### config.mk
export PLATFORM = sky130hd
export DESIGN_NAME = nand_bus_seq
export DESIGN_NICKNAME = d
export VERILOG_FILES = /design/src/rtl/nand_bus_seq.sv
export SDC_FILE = /design/constraint.sdc
export NUM_CORES = 1
export LEC_CHECK = 0
export ABC_AREA = 1
export BUFFER_PORTS_ARGS = -buffer_cell sky130_fd_sc_hd__clkbuf_2
export CAP_MARGIN = 20
export CORE_MARGIN = 2
export CORE_UTILIZATION = 46
export CTS_CLUSTER_SIZE = 28
export DETAILED_ROUTE_END_ITERATION = 8
export PLACE_DENSITY = 0.85
export SLEW_MARGIN = 30
export SYNTH_ARGS = -nofsm -noshare
export SYNTH_HDL_FRONTEND = slang
export SYNTH_SLANG_ARGS = --single-unit
### constraint.sdc
create_clock -name clk -period 1.9 [get_ports clk]
set_clock_uncertainty 0.2 [all_clocks]
set_input_delay 0.19 -clock clk [delete_from_list [all_inputs] [get_ports clk]]
set_output_delay 0.19 -clock clk [all_outputs]
set_load 0.02 [all_outputs]
### src/rtl/nand_bus_seq.sv
module nand_bus_seq #(
  parameter int DW = 16,
  parameter int NB = 4,
  parameter int TW = 8,
  parameter int GW = 4,
  localparam int BW = $clog2(NB),
  localparam int HW = DW / 2
) (
  input  logic          clk,
  input  logic          rst_n,
  input  logic          cfg_wide,
  input  logic [GW-1:0] cfg_cle_gap,
  input  logic [GW-1:0] cfg_ale_gap,
  input  logic [TW-1:0] cfg_float,
  input  logic [TW-1:0] cfg_hold,
  input  logic [TW-1:0] cfg_pulse,
  input  logic [TW-1:0] cfg_setup,
  input  logic          req_valid,
  input  logic [1:0]    req_type,
  input  logic          req_write,
  input  logic [BW-1:0] req_bank,
  input  logic [DW-1:0] req_wdata,
  output logic          busy,
  output logic          done,
  output logic [DW-1:0] rdata,
  output logic [NB-1:0] nand_ce_n,
  output logic          nand_cle,
  output logic          nand_ale,
  output logic          nand_we_n,
  output logic          nand_re_n,
  output logic          nand_dq_oe,
  output logic [DW-1:0] nand_dq_out,
  input  logic [DW-1:0] nand_dq_in,
  input  logic          nand_wait_n
);

  localparam logic [1:0] K_CMD  = 2'b00;
  localparam logic [1:0] K_ADDR = 2'b01;
  localparam logic [1:0] K_DATA = 2'b10;

  typedef enum logic [2:0] {S_IDLE, S_SETUP, S_GAP, S_PULSE, S_STRETCH, S_HOLD, S_TURN} st_t;

  st_t           st;
  logic [TW-1:0] cnt;
  logic [TW-1:0] flt;
  logic [1:0]    kind, last_kind;
  logic          wr;
  logic [BW-1:0] bank;
  logic [DW-1:0] wdat;
  logic          gap_on;
  logic [GW-1:0] gap_len;
  logic [DW-1:0] rdat;

  wire active   = (st == S_SETUP) || (st == S_GAP) || (st == S_PULSE) ||
                  (st == S_STRETCH) || (st == S_HOLD);
  wire strobe   = (st == S_PULSE) || (st == S_STRETCH);
  wire take     = (st == S_IDLE) && req_valid;
  wire rd_data  = (req_type == K_DATA) && !req_write;
  wire [DW-1:0] cap = cfg_wide ? nand_dq_in : {{HW{1'b0}}, nand_dq_in[HW-1:0]};

  always_ff @(posedge clk or negedge rst_n) begin
    if (!rst_n) begin
      st        <= S_IDLE;
      cnt       <= '0;
      flt       <= '0;
      kind      <= K_DATA;
      last_kind <= K_DATA;
      wr        <= 1'b0;
      bank      <= '0;
      wdat      <= '0;
      gap_on    <= 1'b0;
      gap_len   <= '0;
      rdat      <= '0;
    end else begin
      if (take)
        flt <= cfg_float;
      else if (flt != '0)
        flt <= flt - 1'b1;
      case (st)
        S_IDLE: if (req_valid) begin
          st        <= S_SETUP;
          cnt       <= cfg_setup;
          kind      <= req_type;
          last_kind <= req_type;
          wr        <= req_write;
          bank      <= req_bank;
          wdat      <= req_wdata;
          gap_on    <= rd_data && (last_kind == K_CMD || last_kind == K_ADDR);
          gap_len   <= (last_kind == K_CMD) ? cfg_cle_gap : cfg_ale_gap;
        end
        S_SETUP: if (cnt == '0) begin
          if (gap_on) begin
            st  <= S_GAP;
            cnt <= TW'(gap_len);
          end else begin
            st  <= S_PULSE;
            cnt <= cfg_pulse;
          end
        end else cnt <= cnt - 1'b1;
        S_GAP: if (cnt == '0) begin
          st  <= S_PULSE;
          cnt <= cfg_pulse;
        end else cnt <= cnt - 1'b1;
        S_PULSE: if (cnt == '0) begin
          if (!nand_wait_n) st <= S_STRETCH;
          else begin
            st   <= S_HOLD;
            cnt  <= cfg_hold;
            rdat <= wr ? rdat : cap;
          end
        end else cnt <= cnt - 1'b1;
        S_STRETCH: if (nand_wait_n) begin
          st   <= S_HOLD;
          cnt  <= cfg_hold;
          rdat <= wr ? rdat : cap;
        end
        S_HOLD: if (cnt == '0) st <= S_TURN;
                else cnt <= cnt - 1'b1;
        S_TURN:  st <= S_IDLE;
        default: st <= S_IDLE;
      endcase
    end
  end

  assign busy        = (st != S_IDLE);
  assign done        = (st == S_TURN);
  assign rdata       = rdat;
  assign nand_ce_n   = ~(NB'(1) << bank);
  assign nand_cle    = active && (kind == K_CMD);
  assign nand_ale    = active && (kind == K_ADDR);
  assign nand_we_n   = !(strobe && wr);
  assign nand_re_n   = !(strobe && !wr);
  assign nand_dq_oe  = active && wr && (flt == '0);
  assign nand_dq_out = cfg_wide ? wdat : {{HW{1'b0}}, wdat[HW-1:0]};

  a_r5_single_strobe: assert property (@(posedge clk) disable iff (!rst_n)
    !(!nand_we_n && !nand_re_n));
  a_r3_latch_excl: assert property (@(posedge clk) disable iff (!rst_n)
    !(nand_cle && nand_ale));
  a_r11_one_enable: assert property (@(posedge clk) disable iff (!rst_n)
    $countones(~nand_ce_n) == 1);
  a_r11_enable_steady: assert property (@(posedge clk) disable iff (!rst_n)
    busy |=> $stable(nand_ce_n));
  a_r9_no_drive_on_read: assert property (@(posedge clk) disable iff (!rst_n)
    nand_dq_oe |-> nand_re_n);
  a_r2_done_single: assert property (@(posedge clk) disable iff (!rst_n)
    done |=> !done);
  a_r2_take_idle: assert property (@(posedge clk) disable iff (!rst_n)
    (!busy && req_valid) |=> busy);
  a_r7_turn_released: assert property (@(posedge clk) disable iff (!rst_n)
    done |-> (!nand_cle && !nand_ale && !nand_dq_oe && nand_we_n && nand_re_n));
  a_r6_wait_holds_strobe: assert property (@(posedge clk) disable iff (!rst_n)
    (strobe && !nand_wait_n && (st == S_STRETCH)) |=> strobe);

endmodule

# Word-level counts from Yosys, hierarchy flattened
# Index checks and enable logic that the tools add are counted.
# classes
reduce_logical,32
n_bitwise,1
eq_ne,15
shifts,1
n_addsub,2
n_mux,26
# op_table
operator,count
2-to-1 mux 16 bit,5
2-to-1 mux 8 bit,9
one-hot mux 8 bit (6 select lines),1
one-hot mux 16 bit (2 select lines),1
2-to-1 mux 3 bit,6
one-hot mux 3 bit (6 select lines),1
logical NOT 8 bit,2
"subtractor 8 x 1 -> 8 bit, second input constant",2
"== test 3 bit, second input constant",3
logical AND 1 bit,9
"inequality test 2 x 1 -> 1 bit, second input constant",4
nonzero test 8 bit,1
"== test 3 x 2 -> 1 bit, second input constant",2
logical OR 1 bit,6
"inequality test 2 bit, second input constant",3
AND reduction 6 bit,1
nonzero test 6 bit,1
logical NOT 1 bit,4
2-to-1 mux 4 bit,1
NOT 4 bit,1
AND reduction 2 bit,2
nonzero test 2 bit,2
"<< shifter 1 x 2 -> 4 bit, first input constant",1
"== test 3 x 1 -> 1 bit, second input constant",1
other kinds (7),8
# totals
input_bits,82
reg_bits,61
word_cells,87
out_inout_bits,43

# Longest topological paths before layout
# Gate-level depths: netlist of the first run.
# logic_depth
ltp_word,7
ltp_mapped,11
depth_no_buf,11

# Least setup slack after synthesis of the first run
# OpenSTA, ideal clock, no wires.
# synth_path
kind,reg2out
from,register flt[0]
to,output port nand_dq_oe
path_buffers,0
slack_ns,0.085
arrival_time_ns,1.425
required_ns,1.510
stages_incl_launch_ff,7
cell_sequence,dfrtp_1 inv_1 ha_1 nand2_1 nor2_1 nand4_1 nor3_1
# synth_via
elab_chain_len,2
# synth_lines
element,line,text
start: declaration,45,logic [TW-1:0] flt;
start signal: assignment,76,flt <= cfg_float;
start signal: assignment,78,flt <= flt - 1'b1;
logical NOT 8 bit,133,assign nand_dq_oe = active && wr && (flt == '0);
logical AND 1 bit,133,
end: declaration,31,"output logic nand_dq_oe,"
# Every way passes these cells.

# Worst setup path after layout of the first run
# layout_path
from,register flt[1]
to,output port nand_dq_oe
# Same word-level chain as after synthesis.

==> results.txt, run 1 <==
The flow ran to the end, but the final reports show violations. The checks that failed: setup timing. The number of pins with negative max-slew slack in the final report is 0. The number of nets in the synthesized netlist is ~600. Overall power consumption after layout is estimated at approximately 9.6 mW. In the routed design, unresolved DRC markers number 0. Clock tree synthesis inserted a total of 9 buffers. The met1 usage in global routing came out at around 30%. The core area came out at a little under 0.008 mm2. Wires add up to 13840 um. The placed instance count is 733. The max-cap violation count is 0. The count of TritonRoute iterations in the first routing pass is 4. The flip-flop cell with the highest count after synthesis is dfrtp_1. met2 is the most crowded layer. The path with the worst hold slack has its endpoint at flt[1]. The met2 track demand over resource came out at 46.22%.

The number of cells on the worst reg-to-reg path is 10. The worst path in the final design needs a cycle of roughly 2.0 ns, including I/O delays and setup. For met3 alone, demand over resource in global routing was roughly 5.0%. The repair_antennas step left the layout with diodes totalling 0. The filler cells instantiated in the layout total just over 500. The mapped netlist covers ~0.0037 mm2. The worst pin sits at a relative slew slack of between 50 and 60%. The area fraction of the dominant cell type after synthesis is 40.89%. Yosys attributes the largest share of cell area to dfrtp_1 (41%), nand2_1 (20%), nor2_1 (5.6%), inv_1 (5.4%), o21ai_0 (4.2%). The H-tree level count is 3.

The synthesized design spends more area on one cell type than any other, namely dfrtp_1. The total power density per cell area is 1626 mW/mm2. The area added between synthesis and finish is 59.93%. The wire length of the first global-routing pass is roughly 18000 um. The start-to-end type of the worst setup path is reg2out.

The number of library cell types mapped by synthesis is 32. The setup slack of the worst register-to-register path came out at -0.06 ns. The cell sitting at the root of the clock tree is a clkbuf_8. The detailed-placement wirelength estimate came out at 7335 um. The proportion of synthesized flip-flops having asynchronous set or reset is 100.0%. The number of antenna violations at the first check in global routing was 0.

The average footprint of a synthesized cell is 7.117 um2. The startpoint of the lowest-slack register-to-register path is st[1]. Once the floorplan was initialized, standard cells occupied around 48% of the core. For this run, the top clock speed supported by timing is between 400 and 500 MHz. The pin count of the biggest net entering global routing is 33.

TritonCTS built the clock tree. The peak ir drop on the vdd network came out at approximately 1 mV. The mean number of vias per cell came out at around 5.3.

Input and output buffers added on the ports amount to roughly 120. The finished layout holds slightly above 800 standard cells, fillers aside. The via count of the first global-routing pass is roughly 4100. Synthesis inferred 61 register bits.

In this run the critical register-to-register path is captured at gap_len[2]. The fraction of final layout cells with drive strength greater than 1 came out at about 40%. The worst setup path is captured at a primary output. The worst hold margin is about 0.0086 ns. In this run the worst path has a maximum fanout of 4.

After routing, the total negative slack on setup checks comes to -0.9179 ns. The total global-route track usage is a little over a quarter. The maximum buffer depth of the clock tree is 2. The number of enable-type register cells in the synthesized netlist came out at 0. The total via count after detailed routing came out at 4405. Summing the sequential cell areas from Yosys gives between 40% and 50% of the chip area.

The number of stages on the worst hold path is 5. In this run the worst hold path is classified as in2reg. Yosys printed 0 warnings.

The number of placement rows came out at 32. The overall die height came out at approximately 93 um. The static leakage power is approximately 3.1 nW. The summed area of non-filler cells in the final layout is ~0.006 mm2.

The routability-driven placement congestion ratio is between 0.9 and 1. In this run the most critical hold path is launched from cfg_float[1]. The clock net in this run drives a total of slightly above 60 sinks. Summing all placed instances gives a cell area of around 0.0044 mm2. The slew of the pin with the lowest slew margin is a little over 0.7 ns. The count of pins on the block boundary is roughly 130. The total congestion overflow after global routing came out at 0.

Of the available clock period, the critical path in the final layout requires 105.5%. The clock reaches the later pin of the worst-skew pair after 0.34 ns. Setup repair after global routing could not meet its margin everywhere. The setup-violating endpoint count in the final report came out at 30. The number of endpoints with negative hold slack in the final report came out at 0.

The width of the die is just over 90 um. The final critical-path setup slack is -0.1052 ns. The die covers between 0.008 and 0.009 mm2. The number of antenna-violating nets in the routed design came out at 0. The number of standard cells after synthesis came out at 516.

The required time of the worst setup path came out at around 1.5 ns. In the final design database the tool counted approximately 810 nets. The initial detailed-routing violation count came out at 245. The clock-pin slew reported for the worst setup and hold paths after clock tree synthesis is approximately 0.08 ns. The worst setup path is launched from a flip-flop.

The routed wire length per instance came out at ~17 um. At the worst endpoint, the arrival time is roughly 1.6 ns.
## sequential cells by signal (all words and copies together), names as in the netlist
signal and cells:
wr 1, gap_on 1, rdata 16, last_kind 2, cnt 8, st 3
flt 8, gap_len 4, wdat 16, bank 2
## kinds of logic after synthesis
kind of cell,after synthesis,share of synthesized area [%]
buf+inv,80,10.32
compound gates,66,11.41
simple gates,302,34.68
xor+xnor,4,0.9542
flops,61,41.60
fa+ha+maj,3,1.022
## worst max path at each step
stage            from         end  slack [ns]  depth (start not counted)
2_1_floorplan  flt[0]  nand_dq_oe        0.08                          6
3_3_place_gp   flt[0]      flt[1]        0.11                          9
3_5_place_dp   flt[0]      flt[1]       -0.06                          9
4_1_cts        flt[0]  nand_dq_oe       -0.09                          7
5_1_grt        flt[0]  nand_dq_oe       -0.20                          7
6_report       flt[1]  nand_dq_oe       -0.11                          7
## routing by layer
| layer | vias to the layer above | part of all wire, % |
|---|---|---|
| met5 | - | 0 |
| met4 | 0 | 4.5 |
| met3 | 63 | 7.0 |
| met2 | 261 | 53 |
| met1 | 2058 | 35 |
| li1 | 2023 | - |
## area by class of cell
type / count / area, um2 / share of cell area [%]
flip-flops and latches: 61 / 1529 / 26.03
clock buffers: 9 / 123.9 / 2.109
well taps: 102 / 127.6 / 2.173
repair buffers: 219 / 1677 / 28.55
repair inverters: 1 / 6.256 / 0.1065
multi-input cells: 376 / 2117 / 36.05
clock inverters: 7 / 73.82 / 1.257
inverters: 55 / 219.0 / 3.728
## placed cells by master, fill, tap and decap left out, types with 2 or more instances in the layout
master,count
a21oi_1,8
a21oi_2,3
buf_12,7
buf_4,25
buf_6,10
clkbuf_16,4
clkbuf_2,120
clkbuf_8,9
clkinvlp_4,4
dfrtp_1,59
dlygate4sd3_1,52
inv_1,50
inv_2,4
nand2_1,150
nand2_2,37
nand2_4,15
nand3_1,22
nand3_2,3
nand3b_1,2
nand4_1,3
nor2_1,49
nor2_2,5
nor2_4,7
nor3_1,4
o21ai_0,23
o21ai_1,14
o21ai_2,11
o31ai_4,4
xor2_1,3
## power by group
part / internal [mW] / leakage (nW) / switching (mW) / total, mW
combinational: 2.34 / 2.28 / 3.45 / 5.79
clock: 0.607 / 0.0879 / 0.583 / 1.19
sequential: 1.95 / 0.759 / 0.621 / 2.57
## cells in the mapped netlist, types with 4 or more instances
library cell,number
nand2_1,200
dfrtp_1,60
nor2_1,55
inv_1,53
o21ai_0,31
nand3_1,24
buf_4,13
a21oi_1,11
o21ai_2,9
o21ai_1,8
buf_2,6
nor3_1,6
nor2_4,4
o31ai_2,4
## worst max-delay path, cell delays in order, from the launching register on
cell and delay (ns):
dfrtp_1 0.41, inv_2 0.08, ha_4 0.14, nand2_2 0.07, nor2_4 0.12, nand4_1 0.15
nor3_2 0.14, buf_4 0.17
## stage by stage
step | utilization, % | setup slack (ns)
after floorplan | - | 0.08463
after global placement | 57.33 | 0.1073
after detailed placement | 57.33 | -0.05672
after CTS | 68.22 | -0.08503
after global routing | 76.00 | -0.2022
final | 76.00 | -0.1052
## timing repair
action / 4_1_cts / 5_1_grt
pin swaps: 5 / 20
resized for setup: 17 / 118
setup endpoints to repair: 8 / 38
hold buffers: 52 / 0
endpoints found under the hold margin: 72 / 0
cloned: 0 / 6
setup buffers: 8 / 15
Power figures use the tool's default switching activity.
==> run 2, diff against run 1 <==
ABC_AREA = not set   (was 1)
==> run 2 against run 1 <==
Net effect: the flow finishes with violations (hold timing, setup timing); final cell count shrank 13%; clock power increased by 9%; synthesized cell count fell by 27%; sequential power shrank 13%; synthesized area fell by 2.8%; critical endpoint is now rdata[6]; largest power group unchanged.
==> results.txt, run 2 <==
The die area is 0.008481 mm2 (was 0.008714 mm2). The number of standard cells after synthesis came to 376 (was 516). The endpoint arrival time on the critical path came out at 2.53 ns (was 1.62 ns).

The highest achievable clock rate came to 397.9 MHz (was 498.7 MHz). The number of standard cells in the final layout excluding fillers came out at 726 (was 830). The final net count came out at 702 (was 808). The clock-pin slew reported for the worst setup and hold paths after clock tree synthesis came out at 0.08 ns (about the same). Setup repair after global routing missed its margin: true (unchanged). The clock tree from TritonCTS is yes (unchanged). The area of placed instances was 0.004715 mm2 (was 0.004431 mm2). The cell type with the highest aggregate area in the netlist is dfrtp_1 (unchanged). The share of the cycle needed by the critical path after routing was 132.3% (was 105.5%).

The wire length of the first global-routing pass is 20820 um (was 18020 um). The area fraction of the dominant cell type after synthesis is 42.06% (was 40.89%). The sequential cell area fraction in the yosys report is 42.80% (was 41.60%). The number of antenna violations at the first check in global routing is 2 (was 0). The initial detailed-routing violation count came to 382 (was 245).

The post-synth design cell area was 0.003570 mm2 (was 0.003672 mm2). The post-layout minimum cycle time is 2.513 ns (was 2.005 ns). The capture point of the worst reg-to-reg path was rdata[6] (was gap_len[2]).

The static leakage power is 2.902 nW (was 3.128 nW). The H-tree level count is 3 (unchanged). The total detailed-routing wirelength came to 14520 um (was 13840 um). The total via count after detailed routing is 4169 (was 4405). The peak ir drop on the vdd network is 0.7439 mV (was 0.9709 mV). The number of buffers created by CTS is 9 (unchanged). Violations in the final reports: hold timing, setup timing (was setup timing). The flip-flop cell with the highest count after synthesis was dfrtp_1 (unchanged). The number of nets in the synthesized netlist came out at 461 (was 601). The normalized max-slew margin came out at 66.27% (was 51.64%). The startpoint of the lowest-slack register-to-register path is cnt[1] (was st[1]). The most frequent standard cell in the layout excluding fill and tap cells is clkbuf_2 (was nand2_1). The routed wire length per instance is 20.00 um (was 16.68 um). The mean number of vias per cell is 5.742 (was 5.307). The insertion delay to the later sink of the worst-skew pair came out at 0.35 ns (was 0.34 ns). The area added between synthesis and finish is 71.12% (was 59.93%). The port buffer count came to 124 (unchanged). The required time of the worst setup path came out at 1.92 ns (was 1.51 ns). The number of design rule violations left after detail routing was 0 (unchanged). The most numerous cell in the Yosys netlist is dfrtp_1 (was nand2_1). The layout filler cell count is 443 (was 505). The total congestion overflow after global routing came out at 0 (unchanged). The number of placement rows came to 32 (unchanged). The depth of the worst register-to-register path came out at 7 (was 10). The number of storage elements in the synthesis netlist is 61 (unchanged). The summed area of non-filler cells in the final layout is 0.006108 mm2 (was 0.005873 mm2). The average footprint of a synthesized cell came out at 9.494 um2 (was 7.117 um2).

The type of element capturing the critical path is a flip-flop (was primary output). The buffer cell driving the clock tree root is clkbuf_8 (unchanged). The worst setup path endpoint was rdata[6] (was nand_dq_oe).

The worst setup path startpoint was cnt[1] (was flt[1]). The count of TritonRoute iterations in the first routing pass came to 5 (was 4). The overall die height is 92.09 um (was 93.35 um).

The max-cap violation count is 0 (unchanged). The core area came out at 0.007607 mm2 (was 0.007727 mm2). The number of warnings reported in the yosys synthesis log was 0 (unchanged). The via count of the first global-routing pass came to 4086 (was 4064). The multi-input logic area came out at 0.002192 mm2 (was 0.002117 mm2). The startpoint type of the worst setup path is a flip-flop (unchanged). Commonest cells after routing, fill and taps aside: clkbuf_2 (118), dfrtp_1 (60), dlygate4sd3_1 (60) (was nand2_1 (150), clkbuf_2 (120), dfrtp_1 (59)). The total global-route track usage came out at 32.12% (was 26.32%).

The number of antenna-violating nets in the routed design was 0 (unchanged). The number of library cell types mapped by synthesis came out at 53 (was 32). The detailed-placement wirelength estimate came to 8026 um (was 7335 um). Top cells by area, synth: dfrtp_1 (42%), mux2_2 (8.2%), nand2_1 (4.8%), mux2i_1 (4.5%), o21ai_0 (4.5%) (was dfrtp_1 (41%), nand2_1 (20%), nor2_1 (5.6%), inv_1 (5.4%), o21ai_0 (4.2%)). The pin count of the biggest net entering global routing is 38 (was 33). The total power density per cell area is 1231 mW/mm2 (was 1626 mW/mm2). The CTS sink count came to 61 (unchanged). The start-to-end type of the worst setup path is reg2reg (was reg2out). The width of the die is 92.09 um (was 93.35 um). The final critical-path setup slack is -0.6130 ns (was -0.1052 ns). The worst hold margin is -0.008226 ns (was 0.008569 ns).

Outcome: finished with violations (unchanged). The number of pins with negative max-slew slack in the final report is 0 (unchanged). The setup-violating endpoint count in the final report came to 61 (was 30). The slew of the pin with the lowest slew margin is 0.5021 ns (was 0.7254 ns). Commonest cells in the netlist: dfrtp_1 (60), nand2_1 (46), o21ai_0 (32) (was nand2_1 (200), dfrtp_1 (60), nor2_1 (55)). The starting utilization of the core area came out at 46.92% (was 47.52%). The number of endpoints with negative hold slack in the final report came out at 1 (was 0). The sequential standard cell area came out at 0.001528 mm2 (was 0.001529 mm2). The count of pins on the block boundary is 125 (unchanged).

The placed instance count is 634 (was 733). The number of enable-type register cells in the synthesized netlist was 0 (unchanged). The routability-driven placement congestion ratio was 0.9851 (was 0.9296).

The worst-path maximum fanout is 11 (was 4). The setup slack of the worst register-to-register path is -0.61 ns (was -0.06 ns). The maximum buffer depth of the clock tree came out at 2 (unchanged). The type of the worst min-delay path was in2reg (unchanged). The proportion of synthesized flip-flops having asynchronous set or reset came to 100.0% (unchanged). The fraction of final layout cells with drive strength greater than 1 came to 49.52% (was 39.29%).
run 2: cell count changes after synthesis, moves of 12 or more:
cell	before	now
nand3_1	24	3
inv_1	53	8
nand2_1	200	46
mux2_2	0	26
mux2i_1	0	16
nor2_1	55	25
nand2b_1	0	12
run 2: area by class of cell:
class	count	area share, %
inverters	8	0.4916
diodes	2	0.08193
well taps	102	2.089
clock inverters	6	1.413
multi-input cells	277	35.89
flip-flops and latches	61	25.01
clock buffers	10	2.089
repair buffers	260	32.94
run 2: cells by family after synthesis:
logic type | synth area share, %
buffers and inverters | 5.818
flip-flops | 42.80
AND/OR/NAND/NOR | 19.21
multiplexers | 14.37
XOR/XNOR | 1.718
adder cells (fa/ha/maj) | 1.052
AO/OA/AOI/OAI | 15.04
run 2: worst min-delay path by stage:
stage	start	end	slack, ns	cells after the start
final	cfg_cle_gap[2]	gap_len[2]	-0.008	3
after global routing	cfg_cle_gap[2]	gap_len[2]	0.0001	3
after CTS	cfg_cle_gap[2]	gap_len[2]	0.00008	3
after detailed placement	rst_n	flt[4]	0.03	2
after global placement	rst_n	flt[6]	0.01	2
after floorplan	rst_n	bank[0]	-0.31	0
run 2: critical path: stages (launching register included):
cell and delay [ns]:
dfrtp_1 0.39, inv_2 0.09, ha_4 0.13, or4b_4 0.45
or3_4 0.36, a211o_1 0.31, buf_12 0.16, mux2_4 0.29
run 2: per-stage QoR:
step / setup WS [ns] / utilization (%) / total power [mW] / setup TNS (ns)
floorplan: -0.7186 / - / 4.205 / -12.19
global placement: -0.6015 / 61.97 / 5.183 / -12.55
detailed placement: -0.6440 / 61.97 / 5.274 / -13.58
CTS: -0.6283 / 77.22 / 6.976 / -14.56
global route: -0.6459 / 80.30 / 7.827 / -18.09
finish: -0.6130 / 80.30 / 7.520 / -15.51
run 2: layer usage:
metal | up-vias | GRT usage (%) | routed length (um)
li1 | 1817 | - | -
met1 | 1995 | 36.12 | 5291
met2 | 280 | 55.94 | 7225
met3 | 77 | 8.053 | 1094
met4 | 0 | 17.04 | 912
met5 | - | 0 | 0
run 2: timing repair:
item                                    4_1_cts  5_1_grt
pin swaps                                     9        4
resized for setup                            67       61
hold buffers                                 60        0
buffers inserted                              8        4
endpoints found under the setup margin       56       65
gates cloned                                  2        2
hold endpoints to repair                    116        0
run 2: where the power goes:
group,switching [mW],internal [mW],leakage [nW]
sequential,0.433,1.81,0.755
clock,0.556,0.739,0.107
combinational,2.02,1.97,2.04
